`config.mk`:
```
export PLATFORM = sky130hd
export DESIGN_NAME = round_shr_unit
export DESIGN_NICKNAME = d
export VERILOG_FILES = /design/src/rtl/round_shr_pkg.sv /design/src/rtl/round_shr_ctrl.sv /design/src/rtl/round_shr_dp.sv /design/src/rtl/round_shr_unit.sv
export SDC_FILE = /design/constraint.sdc
export NUM_CORES = 1
export LEC_CHECK = 0
export CAP_MARGIN = 10
export CORE_MARGIN = 2
export CORE_UTILIZATION = 35
export CTS_CLUSTER_DIAMETER = 40
export DETAILED_ROUTE_END_ITERATION = 10
export SETUP_SLACK_MARGIN = 0.02
export SYNTH_ARGS = -nofsm -noshare
export SYNTH_HDL_FRONTEND = slang
export SYNTH_HIERARCHICAL = 1
export SYNTH_SLANG_ARGS = --single-unit
export TNS_END_PERCENT = 5
```
`constraint.sdc`:
```
create_clock -name clk -period 9.4 [get_ports clk]
set_input_delay 1.41 -clock clk [delete_from_list [all_inputs] [get_ports clk]]
set_output_delay 1.41 -clock clk [all_outputs]
set_load 0.005 [all_outputs]
```
`src/rtl/round_shr_pkg.sv`:
```
package round_shr_pkg;
  // One-hot region strobes from control to datapath; all low means "force zero".
  typedef struct packed {
    logic passThru;    // shift of zero
    logic doRound;     // shift inside the word
    logic topBitOnly;  // unsigned shift of exactly the width
    logic signedMode;  // arithmetic shift select
  } shiftCtrl_t;
endpackage

```
`src/rtl/round_shr_ctrl.sv`:
```
module round_shr_ctrl
  import round_shr_pkg::*;
#(
  parameter int DATA_W = 64,
  parameter int SH_W   = 8
) (
  input  logic [SH_W-1:0] shAmt,
  input  logic            signedMode,
  output shiftCtrl_t      ctrl
);
  localparam logic [SH_W-1:0] WIDTH_AMT = SH_W'(DATA_W);

  logic isZero;
  logic belowWidth;
  logic atWidth;

  always_comb begin
    isZero     = (shAmt == '0);
    belowWidth = (shAmt < WIDTH_AMT);
    atWidth    = (shAmt == WIDTH_AMT);
    ctrl.passThru   = isZero;
    ctrl.doRound    = belowWidth && !isZero;
    ctrl.topBitOnly = atWidth && !signedMode;
    ctrl.signedMode = signedMode;
  end
endmodule

```
`src/rtl/round_shr_dp.sv`:
```
module round_shr_dp
  import round_shr_pkg::*;
#(
  parameter int DATA_W = 64,
  localparam int IDX_W = $clog2(DATA_W)
) (
  input  logic [DATA_W-1:0] operand,
  input  logic [IDX_W-1:0]  amt,
  input  shiftCtrl_t        ctrl,
  output logic [DATA_W-1:0] resNow
);
  logic [IDX_W-1:0]  roundIdx;
  logic [DATA_W-1:0] logicalShift;
  logic [DATA_W-1:0] arithShift;
  logic [DATA_W-1:0] shifted;
  logic              roundBit;

  always_comb begin
    roundIdx     = amt - IDX_W'(1);
    logicalShift = operand >> amt;
    arithShift   = DATA_W'($signed(operand) >>> amt);
    shifted      = ctrl.signedMode ? arithShift : logicalShift;
    roundBit     = operand[roundIdx];
    if (ctrl.passThru)
      resNow = operand;
    else if (ctrl.doRound)
      resNow = shifted + DATA_W'(roundBit);
    else if (ctrl.topBitOnly)
      resNow = DATA_W'(operand[DATA_W-1]);
    else
      resNow = '0;
  end
endmodule

```
`src/rtl/round_shr_unit.sv`:
```
module round_shr_unit
  import round_shr_pkg::*;
#(
  parameter int DATA_W    = 64,
  parameter int SH_W      = 8,
  parameter bit OUT_STAGE = 1'b1
) (
  input  logic              clk,
  input  logic              rstN,
  input  logic [DATA_W-1:0] operand,
  input  logic [SH_W-1:0]   shAmt,
  input  logic              signedMode,
  output logic [DATA_W-1:0] result
);
  localparam int IDX_W = $clog2(DATA_W);
  localparam logic [SH_W-1:0] WIDTH_AMT = SH_W'(DATA_W);

  shiftCtrl_t        ctrl;
  logic [DATA_W-1:0] resNow;

  round_shr_ctrl #(.DATA_W(DATA_W), .SH_W(SH_W)) uCtrl (
    .shAmt(shAmt), .signedMode(signedMode), .ctrl(ctrl));

  round_shr_dp #(.DATA_W(DATA_W)) uDp (
    .operand(operand), .amt(shAmt[IDX_W-1:0]), .ctrl(ctrl), .resNow(resNow));

  generate
    if (OUT_STAGE) begin : gReg
      logic [DATA_W-1:0] resQ;
      always_ff @(posedge clk) begin
        if (!rstN) resQ <= '0;
        else       resQ <= resNow;
      end
      assign result = resQ;


      zero_shift_chk: assert property (@(posedge clk) disable iff (!rstN)
        (shAmt == '0) |=> (result == $past(operand)));

      width_shift_chk: assert property (@(posedge clk) disable iff (!rstN)
        (!signedMode && shAmt == WIDTH_AMT) |=>
          (result == DATA_W'($past(operand[DATA_W-1]))));

      beyond_unsigned_chk: assert property (@(posedge clk) disable iff (!rstN)
        (!signedMode && shAmt > WIDTH_AMT) |=> (result == '0));

      beyond_signed_chk: assert property (@(posedge clk) disable iff (!rstN)
        (signedMode && shAmt >= WIDTH_AMT) |=> (result == '0));

      reset_clear_chk: assert property (@(posedge clk)
        !rstN |=> (result == '0));
    end else begin : gComb
      assign result = resNow;
    end
  endgenerate
endmodule

```
# Yosys cells after proc, flatten, opt, wreduce, memory -nomap -nowiden
# Cells that the tools add are included.
# totals
output_inout_bits,64
register_bits,64
# op_classes
order_cmp,2
add_sub_neg,2
eq_ne,1
n_shift,2
n_mux,6
n_reduce_logical,5
# op_table
cell,n
64-bit two-way mux,3
64-bit by 1-bit adder with 64-bit output,1
64-bit by 6-bit right shift with 64-bit output,1
64-bit by 6-bit >>> shifter with 64-bit output,1
"8-bit by 7-bit == test with 1-bit output, second input constant",1
8-bit zero test,1
"8-bit by 7-bit less-than comparator with 1-bit output, second input constant",1
"6-bit by 7-bit less-than comparator with 1-bit output, second input constant",1
1-bit binary-select mux with 6-bit select,1
"6-bit by 1-bit subtractor with 6-bit output, second input constant",1
1-bit logical AND,2
1-bit zero test,2
1-bit two-way mux,2

# Longest topological paths before layout
# depth
depth_word,6
ltp_mapped,24

# Cells and area by module
# The synthesis kept the hierarchy.
# by_module_without_submodules
mod,seq_area_each_um2,n_inst,cells_each,area_per_inst_um2
round_shr_dp,0.0,1,1213,9402.8
round_shr_unit,1281.2,1,134,1791.7
round_shr_ctrl,0.0,1,8,75.1

# Worst setup path before layout
# OpenSTA, ideal clock, no wires.
# synth_timing
kind,in2reg
start,in shAmt[0]
end,reg gReg.resQ[48] (netlist: result[48])
setup_slack_ns,3.007
arrival_time_ns,6.277
setup_ns,0.116
stages,24
path_cell_list,buf_6 > buf_6 > buf_6 > buf_6 > buf_6 > buf_6 > buf_2 > buf_1 > mux4_2 > mux4_2 > mux2_2 > nand2_1 > o21ai_0 > ha_1 > ha_1 > inv_1 > nor4bb_1 > clkbuf_1 > nand3_2 > buf_2 > clkbuf_1 > nor3_1 > a221o_1 > and2_2
# synth_via
elab_chain_len,6
# synth_lines
element,line,rtl
"start, declared",round_shr_unit.sv:11,"input logic [SH_W-1:0] shAmt,"
6-bit by 1-bit subtractor with 6-bit output,round_shr_dp.sv:19,roundIdx = amt - IDX_W'(1);
1-bit binary-select mux with 6-bit select,round_shr_dp.sv:23,roundBit = operand[roundIdx];
1-bit two-way mux (implied by the code),round_shr_dp.sv:23,
64-bit by 1-bit adder with 64-bit output,round_shr_dp.sv:27,resNow = shifted + DATA_W'(roundBit);
64-bit two-way mux,round_shr_dp.sv:26,else if (ctrl.doRound)
64-bit two-way mux *,round_shr_dp.sv:24,if (ctrl.passThru)
via resNow[48],round_shr_unit.sv:19,logic [DATA_W-1:0] resNow;
"end signal, assigned",round_shr_unit.sv:32,else resQ <= resNow;
"end, declared",round_shr_unit.sv:29,logic [DATA_W-1:0] resQ;
# The timed path passes the listed nets; every way through them passes the cells marked *. The select of a mux whose other input is x is not followed.
# A chain may end at the register's enable or synchronous reset.

# Final worst setup path
# layout_timing
start,in shAmt[0]
end,reg gReg.resQ[52] (netlist: result[52])
# Same word-level chain as after synthesis.

==> impl_metrics.py <==
metrics = {
    "clock_tree": {
        "htreeDepth": 3,
        "cts_sinks": 64,
        "numCtsBuffers": 9,
        "cts_tree": "done",
        "postCtsHoldBufs": 0,
        "clk_pin_slew_ns": 0.06,
        "cts_root_buffer": "clkbuf_16",
        "ctsResizeCount": 0,
        "clock_path_buffers": 2,
        "postCtsSetupRepairBufs": 0,
    },
    "global_routing": {
        "grt_pass1_vias": 12739,
        "grt_pass1_wl_um": 95230,
        "grt_usage_pct": 39.24,
        "grt_max_degree": 84,
        "grt.overflow.total": 0,
        "antenna_found_initial": 2,
    },
    "timing": {
        "slew_viol_final": 0,
        "rsz0062_at_grt": "no",
        "finalWorstSetupSlack_ns": 2.276,
        "max_slew_margin_pct": 22.79,
        "fin_crit_sh_pct": 75.79,
        "period_needed_ns": 7.124,
        "worstMarginPinSlew_ns": 1.129,
        "max_freq_mhz": 140.4,
        "hold_viol_final": 0,
        "fin_tns_setup_ns": 0,
        "setup_viol": 0,
    },
    "cells_and_area": {
        "final_cell_mix": "146 x nand2_1, 132 x clkdlybuf4s50_1, 95 x mux2i_1, 91 x mux4_2, 88 x nor2_1",
        "final_common_cell": "nand2_1",
        "layoutNonFillerInstCount": 1830,
        "largest_reg_flops": 64,
        "drive_gt1_share_pct": 20.69,
        "syn2layout_area_growth_pct": 16.56,
        "finalInstanceArea_um2": 13140,
        "fin_nets": 1499,
    },
    "yosys": {
        "ys.flop_type": "dfxtp_1",
        "synthesis.area_um2": 11270,
        "ys_async_sr_fraction_pct": 0,
        "syn_nets": 1433,
        "avgSynthCellArea_um2": 8.317,
        "syn_inst": 1355,
        "synth-edff-count": 0,
        "yosysSeqAreaShare_pct": 11.37,
        "synth_seq_cells": 64,
        "yosysUniqueCellTypes": 93,
        "yosys_warnings": 6,
    },
    "critical_path": {
        "crit_required_ns": 9.64,
        "path_max_fanout": 83,
        "worstSetupPathType": "primary input to register",
        "cp.arrival_ns": 7.36,
        "crit_path_start_kind": "primary input",
        "cp-end-kind": "register",
    },
    "die": {
        "dieWidth_um": 183.4,
        "row_count": 65,
        "dieArea_um2": 33650,
        "core_region_area_um2": 31640,
        "pin_count": 139,
        "initial_utilization_pct": 35.62,
        "die_h_um": 183.4,
    },
    "power_and_ir_drop": {
        "clock_power_share_pct": 25.3,
        "internal_power_mw": 0.7704,
        "p_leak_nw": 4.576,
        "p_total_mw": 1.392,
        "comb_power_share_pct": 54.4,
        "powerDensity_nw_per_um2": 105.9,
        "p_sw_share_pct": 44.64,
        "ir_worst_vdd_mv": 0.08386,
        "power.switching_mw": 0.6212,
        "p_seq_share_pct": 20.3,
    },
    "route": {
        "routed_via_density": 7.433,
        "vias": 13603,
        "post_drt_wl_per_cell_um": 36.62,
        "drt_first_pass_iters": 6,
        "drc": 0,
        "drtIter0Drc": 2440,
        "wirelength_um": 67010,
        "ant_nets": 0,
    },
    "worst_hold_path": {
        "min_path_type": "primary input to register",
    },
    "job": {
        "maxCapViolCount": 0,
    },
    "placed_design": {
        "placed_cells": 1812,
        "gp_congestion": 1.089,
        "dpl-instance-area_um2": 12830,
        "port_buffers": 138,
        "hpwl_um": 49970,
        "pre_cts_slack_ns": 2.131,
    },
    "status": {
        "status": "completed",
    },
}
## power by group through the flow
stage / Combinational [mW] / Clock, mW / Sequential, mW
CTS: 0.719 / 0.360 / 0.283
global route: 0.770 / 0.370 / 0.284
floorplan: 0.420 / 0 / 0.291
global placement: 0.726 / 0 / 0.289
finish: 0.757 / 0.352 / 0.283
detailed placement: 0.716 / 0 / 0.289
## stage by stage
stage | hold WS (ns) | util [%]
CTS | 1.938 | 41.51
floorplan | 1.546 | -
detailed placement | 2.110 | 40.56
global placement | 2.110 | 40.56
global route | 1.951 | 41.51
finish | 1.942 | 41.52
## synthesized netlist by cell type (14+ instances only)
cell type / number / area share (%)
dfxtp_1: 64 / 11
buf_2: 32 / 1.4
nor2b_1: 18 / 1.0
xor2_1: 15 / 1.2
o211ai_1: 19 / 1.3
and2_2: 64 / 4.3
and2_1: 15 / 0.83
nand4_1: 19 / 1.1
xnor2_1: 25 / 1.9
o22ai_1: 29 / 1.6
nor3_1: 29 / 1.3
a21oi_1: 36 / 1.6
nand3_1: 36 / 1.6
nand2b_1: 14 / 0.78
a211oi_1: 15 / 1.0
a22oi_1: 26 / 1.7
clkbuf_1: 58 / 1.9
o21ai_0: 71 / 3.2
nand2_1: 146 / 4.9
o31ai_1: 23 / 1.5
nor2_1: 88 / 2.9
mux2_2: 43 / 4.3
mux2i_1: 95 / 8.4
mux4_2: 91 / 18
## worst paths after layout
kind	slack [ns]	depth (start not counted)	to	start
max	2.28	13	result[52]	shAmt[0]
min	1.94	4	result[0]	operand[0]
## logic make-up (layout without fill, tap and decap cells)
family          Yosys count  in the layout  synth area share [%]
simple gates            505            505                 23.89
compound gates          373            373                 24.10
mux                     229            229                 30.92
buf+inv                 141            212                 6.273
flops                    64             64                 11.37
xor+xnor                 40             40                 3.109
fa+ha+maj                 3              3                0.3331
other cells               0              2                     0
## final cells by class
class | instances | area (µm²)
inverters | 13 | 48.80
flip-flops and latches | 64 | 1281
well taps | 402 | 503.0
multi-input cells | 1150 | 9299
diodes | 2 | 5.005
repair buffers | 183 | 1700
fillers | 3238 | 18500
clock inverters | 5 | 56.30
clock buffers | 11 | 242.7
## worst max-delay path, cell delays in order
cell,delay (ns)
buf_6,0.63
buf_4,0.67
mux2i_1,0.21
o22ai_1,0.70
o311ai_1,0.29
a31oi_1,0.29
o2111a_1,0.29
or3b_1,0.54
nor4_4,0.63
nand3_2,0.51
or4_1,0.66
a32o_1,0.27
and2_2,0.18
## routing by layer
layer / vias to the layer above / routed length (µm) / GRT usage (%)
met2: 1214 / 27980 / 58.26
met4: 4 / 5170 / 24.80
met3: 301 / 8367 / 11.49
met5: - / 90 / 1.481
li1: 5456 / - / -
met1: 6628 / 25400 / 49.66
Power figures use the tool's default switching activity.
